## config.mk

```make
export PLATFORM = sky130hd
export DESIGN_NAME = pin_change_watch
export DESIGN_NICKNAME = d
export VERILOG_FILES = /design/src/rtl/pcw_pkg.sv /design/src/rtl/pcw_strobe_edge.sv /design/src/rtl/pcw_capture.sv /design/src/rtl/pcw_flag.sv /design/src/rtl/pin_change_watch.sv
export SDC_FILE = /design/constraint.sdc
export NUM_CORES = 1
export LEC_CHECK = 0
export ABC_AREA = 0
export ABC_CLOCK_PERIOD_IN_PS = 1500
export BUFFER_PORTS_ARGS = -buffer_cell sky130_fd_sc_hd__buf_2
export CAP_MARGIN = 20
export CORE_AREA = 2 2 39 41
export CTS_BUF_LIST = sky130_fd_sc_hd__clkbuf_8
export DETAILED_ROUTE_END_ITERATION = 16
export DIE_AREA = 0 0 41 43
export SYNTH_ARGS = -nofsm -noshare
export SYNTH_HDL_FRONTEND = slang
export SYNTH_SLANG_ARGS = --single-unit
```

## constraint.sdc

```tcl
create_clock -name clk -period 1.5 [get_ports clk]
set_clock_uncertainty 0.1 [all_clocks]
set_input_delay 0.3 -clock clk [delete_from_list [all_inputs] [get_ports clk]]
set_output_delay 0.3 -clock clk [all_outputs]
set_load 0.01 [all_outputs]
```

## src/rtl/pcw_pkg.sv

```systemverilog
// Package: shared types for the pin change watch detector.
// Assumes: nothing beyond IEEE 1800-2017.
package pcw_pkg;

    // Update applied to the change flag in a given cycle.
    typedef enum logic [1:0] {
        FLG_HOLD = 2'd0,
        FLG_SET  = 2'd1,
        FLG_CLR  = 2'd2
    } flg_act_e;

endpackage

```

## src/rtl/pcw_strobe_edge.sv

```systemverilog
// Module: pcw_strobe_edge
// Finds the rising and falling edges of the synchronous read strobe.
// Assumes: the strobe is already synchronous to clk. Each edge output
// is a single-cycle pulse, seen combinationally in the cycle where the
// strobe differs from its registered copy.
module pcw_strobe_edge (
    input  logic clk,
    input  logic rst_n,
    input  logic strobe,
    output logic rise,
    output logic fall
);

    logic strobe_q;

    // Register the strobe level so its edges can be found.
    always_ff @(posedge clk) begin
        if (!rst_n) strobe_q <= 1'b0;
        else        strobe_q <= strobe;
    end

    // Edge pulses come from comparing the level now with the last one.
    always_comb begin
        rise = strobe & ~strobe_q;
        fall = ~strobe & strobe_q;
    end


    falling_after_high_chk: assert property (@(posedge clk) disable iff (!rst_n)
        fall |-> $past(strobe));

endmodule

```

## src/rtl/pcw_capture.sv

```systemverilog
// Module: pcw_capture
// Holds, per pin, a current register loaded at the rising strobe edge
// and a previous register loaded at the falling edge. Its output is the
// XOR mismatch, masked so that only input pins count.
// Assumes: at most one of rise and fall is high in any cycle.
module pcw_capture #(
    parameter int NPINS = 4
) (
    input  logic             clk,
    input  logic             rst_n,
    input  logic             rise,
    input  logic             fall,
    input  logic [NPINS-1:0] pins,
    input  logic [NPINS-1:0] dir,
    output logic [NPINS-1:0] cur,
    output logic [NPINS-1:0] mis
);

    logic [NPINS-1:0] prev;

    for (genvar g = 0; g < NPINS; g++) begin : g_pin
        logic cur_b;
        logic prev_b;

        // Current register: takes the pin level at the start of a read.
        always_ff @(posedge clk) begin
            if (!rst_n)    cur_b <= 1'b0;
            else if (rise) cur_b <= pins[g];
        end

        // Previous register: takes the pin level at the end of a read.
        always_ff @(posedge clk) begin
            if (!rst_n)    prev_b <= 1'b0;
            else if (fall) prev_b <= pins[g];
        end

        // Mismatch counts only when the pin is set up as an input.
        always_comb begin
            cur[g]  = cur_b;
            prev[g] = prev_b;
            mis[g]  = (cur_b ^ prev_b) & dir[g];
        end
    end


    cur_load_chk: assert property (@(posedge clk) disable iff (!rst_n)
        rise |=> cur == $past(pins));


    prev_load_chk: assert property (@(posedge clk) disable iff (!rst_n)
        fall |=> prev == $past(pins));


    cur_hold_chk: assert property (@(posedge clk) disable iff (!rst_n)
        !rise |=> $stable(cur));

endmodule

```

## src/rtl/pcw_flag.sv

```systemverilog
// Module: pcw_flag
// Sticky change flag. A mismatch sets it and a software clear resets
// it. When both happen in the same cycle, setting wins.
// Assumes: any_mis is the OR of the masked per-pin mismatches.
module pcw_flag
    import pcw_pkg::*;
(
    input  logic clk,
    input  logic rst_n,
    input  logic any_mis,
    input  logic clr,
    output logic flag
);

    flg_act_e act;

    // Choose this cycle's update; a set outranks a clear.
    always_comb begin
        if (any_mis)  act = FLG_SET;
        else if (clr) act = FLG_CLR;
        else          act = FLG_HOLD;
    end

    // Apply the chosen update to the flag register.
    always_ff @(posedge clk) begin
        if (!rst_n) begin
            flag <= 1'b0;
        end else begin
            case (act)
                FLG_SET: flag <= 1'b1;
                FLG_CLR: flag <= 1'b0;
                default: flag <= flag;
            endcase
        end
    end


    set_wins_chk: assert property (@(posedge clk) disable iff (!rst_n)
        any_mis |=> flag);


    flag_sticky_chk: assert property (@(posedge clk) disable iff (!rst_n)
        (flag && !clr) |=> flag);


    no_false_set_chk: assert property (@(posedge clk) disable iff (!rst_n)
        (!flag && !any_mis) |=> !flag);

endmodule

```

## src/rtl/pin_change_watch.sv

```systemverilog
// Module: pin_change_watch (top)
// Detects a change on any watched input pin since the last port read,
// using two-phase capture around the read strobe. Sets a shared flag.
// Assumes: pins and strobe are synchronous to clk; reset is synchronous
// and active low.
module pin_change_watch #(
    parameter int NPINS = 4
) (
    input  logic             clk,
    input  logic             rst_n,
    input  logic [NPINS-1:0] pin_in,
    input  logic [NPINS-1:0] pin_dir,
    input  logic             rd_strobe,
    input  logic             flag_clr,
    output logic             chg_flag,
    output logic [NPINS-1:0] rd_data
);

    logic             rise;
    logic             fall;
    logic [NPINS-1:0] cur;
    logic [NPINS-1:0] mis;
    logic             any_mis;

    pcw_strobe_edge i_edge (
        .clk    (clk),
        .rst_n  (rst_n),
        .strobe (rd_strobe),
        .rise   (rise),
        .fall   (fall)
    );

    pcw_capture #(.NPINS(NPINS)) i_cap (
        .clk   (clk),
        .rst_n (rst_n),
        .rise  (rise),
        .fall  (fall),
        .pins  (pin_in),
        .dir   (pin_dir),
        .cur   (cur),
        .mis   (mis)
    );

    // Fold the per-pin mismatches into one change request.
    always_comb begin
        any_mis = |mis;
        rd_data = cur;
    end

    pcw_flag i_flag (
        .clk     (clk),
        .rst_n   (rst_n),
        .any_mis (any_mis),
        .clr     (flag_clr),
        .flag    (chg_flag)
    );


    output_pins_masked_chk: assert property (@(posedge clk) disable iff (!rst_n)
        ((mis & ~pin_dir) == '0));


    flag_follows_mis_chk: assert property (@(posedge clk) disable iff (!rst_n)
        (mis != '0) |=> chg_flag);

endmodule

```

==> results.md <==
- The setup total negative slack is 0 ns.
- STA puts the critical path data arrival time at 0.75 ns.
- The internal portion of the total power is 500 uW.
- At the pin with the least slew margin, the transition time is 0.267 ns.
- The path class of the tightest hold or removal check is in2reg.
- Setup repair after global routing left no endpoint under its margin.
- The total of max-cap violations is 0.
- The number of antenna diodes is 0.
- The run finished with clean final reports.
- Once the floorplan was initialized, standard cells occupied 32.7% of the core.
- Routability-driven placement finished with a final weighted congestion of 0.670.
- The type of the worst setup path is reg2out.
- The first global-routing pass estimated 1100 um of wire.
- The gate count of the mapped netlist is 43.
- The number of buffers on the longest clock path is 2.
- The startpoint type of the worst setup path is a flip-flop.
- The violation count after the first detailed-route iteration is 3.
- The clock period minus worst slack is 1.15 ns.
- The layout net count is 71.
- The portion of total power attributed to combinational logic is 12.1%.
- The cell area after synthesis is 453 um^2.
- The hold buffer count at cts is 0.
- Summed over all cells, the static leakage comes to 0.291 nW.
- Traced cell by cell, the critical path runs through buf_2.
- The total count of hold-check failures in the final report is 0.
- The tightest hold path in the finished design has a slack of 0.198 ns.
- The switching part of the total power is 21.3%.
- The chip height is 43 um.
- Clock tree synthesis found a total of 10 sinks.
- Of the available clock period, the critical path in the final layout requires 76.4%.
- During synthesis, Yosys emitted a total of 0 warnings.
- The endpoint with the worst hold slack is i_edge.strobe_q$_SDFF_PN0_.
- After global routing the overflow that remains totals 0.
- The site row count is 14.
- The routed wirelength normalized by instance count is 10.3 um.
- The die span in x is 41 um.
- The part of the Yosys area used for sequential elements is 44.2%.
- In the layout the commonest cells are sky130_fd_sc_hd__buf_2 (16), sky130_fd_sc_hd__nor2b_1 (10), sky130_fd_sc_hd__dfxtp_1 (10), sky130_fd_sc_hd__mux2i_1 (8), sky130_fd_sc_hd__xor2_1 (4).
- After detailed routing, the number of vias per cell comes to 4.42.
- The number of placed instances, taps included, is 70.
- The cell at the root of the clock tree is sky130_fd_sc_hd__clkbuf_8.
- In this run, the clock network consumes 42.1% of the power.
- Timing would allow up to 0.872 GHz.
- The number of CTS-inserted buffers is 3.
- The number of antenna violations at the first check in global routing came to 0.
- Detailed routing inserted a total of 323 vias.
- The layout has 140 filler cells.
- The first-pass detailed-route iteration total is 4.
- The fraction of layout instances using a drive strength above 1 is 35.1%.
- The critical-path maximum fanout is 3.
- After detailed routing, the total wire length is 755 um.
- Across every metal layer, demand over resource in global routing totals 9.88%.
- Registers are responsible for 45.8% of the overall power.
- The worst min-delay path startpoint is rd_strobe.
- The worst-case headroom to the max-slew limit is 82.2%.
- Dividing total power by cell area gives a power density of 1130 mW/mm^2.
- In this run the tool buffered the top-level ports with 16 buffer cells.
- The via count of the first global-routing pass is 289.
- The worst stage delay on the critical path is 0.37 ns.
- The number of nets produced by synthesis is 55.
- The library cell used most frequently in the layout, excluding fill and tap cells, is sky130_fd_sc_hd__buf_2.
- Setup violations remaining at the end of the flow were counted as 0.
- The kind of cell with the highest combined delay on the critical path is flip-flops.
- 17 I/O pins were placed.
- The clock latency on the worst-skew pair is 0.23 ns.
- The total area inside the core boundary comes to 0.00138 mm^2.
- Entering global routing, the biggest net connects 11 pins.
- The launching point of the worst reg2reg path is i_cap.g_pin[3].cur_b$_SDFFE_PN0P_.
- CTS built an H-tree with a depth of 1.
- The slack of the worst reg-to-reg path is 0.38 ns.
- The worst endpoint required time is 1.10 ns.
- After clock tree synthesis, the repair step resized 0 gates.
- The capture instance of the worst register-to-register path is i_flag.flag$_SDFFE_PN0P_.
- Across the VDD grid, the largest voltage drop is 442 uV.
- The final count of pins violating max slew was 0.
- The number of register bits inferred by synthesis is 10.
- The final instance count without filler cells is 73.
- Summed over all nets, the switching power comes to 136 uW.
- Buffers added to address setup during post-CTS repair amount to 0.
- TritonCTS built the clock tree.
- The average cell area after synthesis is 10.5 um^2.
- Power comes to 636 uW.
- The synthesized netlist contains 11 unique library cells.
- The number of buffers and inverters on the critical path is 1.
- The die area is 0.00176 mm^2.
- For this design, the slowest cell found on the critical path is sky130_fd_sc_hd__dfxtp_1.
- Counting instances, the worst hold path has a depth of 2.
- The count of cells along the worst register-to-register path is 3.
- STA classifies the critical path endpoint as an output pin.
- The growth of design area from synthesis to finish is 24.0%.
- For this run, design rule violations remaining after detail routing come to 0.
- The clock transition time at the flip-flop clock pins of the worst setup and hold paths is 0.05 ns.
- The number of nets with antenna violations after detailed routing is 0.
==> power groups by stage <==
stage,registers (mW),logic [mW],clock network [mW]
after CTS,0.291,0.0785,0.276
final,0.291,0.0771,0.268
after floorplan,0.296,0.0527,0
after global routing,0.293,0.0860,0.289
after detailed placement,0.296,0.0777,0
after global placement,0.296,0.0778,0
==> area by class of cell <==
type	count	area (um^2)	area share, %
tap	16	20.0	3.56
timing repair buffer	17	87.6	15.6
multi-input combinational	27	213	37.9
clock buffer	3	41.3	7.35
sequential	10	200	35.6
==> cell families after synthesis <==
kind of cell | count (synthesis) | synth area share, %
AO/OA/AOI/OAI | 3 | 4.97
AND/OR/NAND/NOR | 12 | 16.6
flip-flops | 10 | 44.2
buffers and inverters | 6 | 8.84
multiplexers | 8 | 17.7
XOR/XNOR | 4 | 7.73
==> how the worst max path moves through the flow <==
stage,from,endpoint,slack [ns],cells past startpoint
floorplan,i_cap.g_pin[3].cur_b$_SDFFE_PN0P_,i_flag.flag$_SDFFE_PN0P_,0.42,3
global placement,rd_strobe,i_cap.g_pin[2].cur_b$_SDFFE_PN0P_,0.37,5
detailed placement,i_cap.g_pin[3].cur_b$_SDFFE_PN0P_,i_flag.flag$_SDFFE_PN0P_,0.37,3
CTS,i_cap.g_pin[2].cur_b$_SDFFE_PN0P_,rd_data[2],0.34,1
global route,i_cap.g_pin[3].cur_b$_SDFFE_PN0P_,i_flag.flag$_SDFFE_PN0P_,0.32,3
finish,i_cap.g_pin[2].cur_b$_SDFFE_PN0P_,rd_data[2],0.35,1
==> synthesized netlist by cell type <==
library cell               count  area share [%]
sky130_fd_sc_hd__dfxtp_1      10              44
sky130_fd_sc_hd__nor2b_1      10              14
sky130_fd_sc_hd__mux2i_1       8              18
sky130_fd_sc_hd__buf_4         4             6.6
sky130_fd_sc_hd__xor2_1        4             7.7
sky130_fd_sc_hd__clkbuf_2      2             2.2
sky130_fd_sc_hd__a21boi_1      1             1.7
sky130_fd_sc_hd__a21oi_1       1             1.1
sky130_fd_sc_hd__a222oi_1      1             2.2
sky130_fd_sc_hd__and2_1        1             1.4
sky130_fd_sc_hd__nand2b_1      1             1.4
==> sequential cells by signal (all words and copies together), names as in the netlist <==
signal and count:
i_cap.g_pin.prev_b 4, i_edge.strobe_q 1, i_flag.flag 1, i_cap.g_pin.cur_b 4
==> layer usage <==
metal	vias to the layer above	routed length [um]	track usage, %
met5	-	0	0
met3	0	51	3.14
met4	0	0	8.00
li1	167	-	-
met2	11	369	15.3
met1	145	334	10.1
==> metrics by stage <==
stage	setup slack (ns)	instance area (um^2)	utilization, %
detailed placement	0.367	520	37.6
global placement	0.370	520	37.6
floorplan	0.420	453	-
finish	0.353	562	40.6
CTS	0.344	562	40.6
global route	0.318	562	40.6
Note: power is estimated with default switching activity, not from simulation.
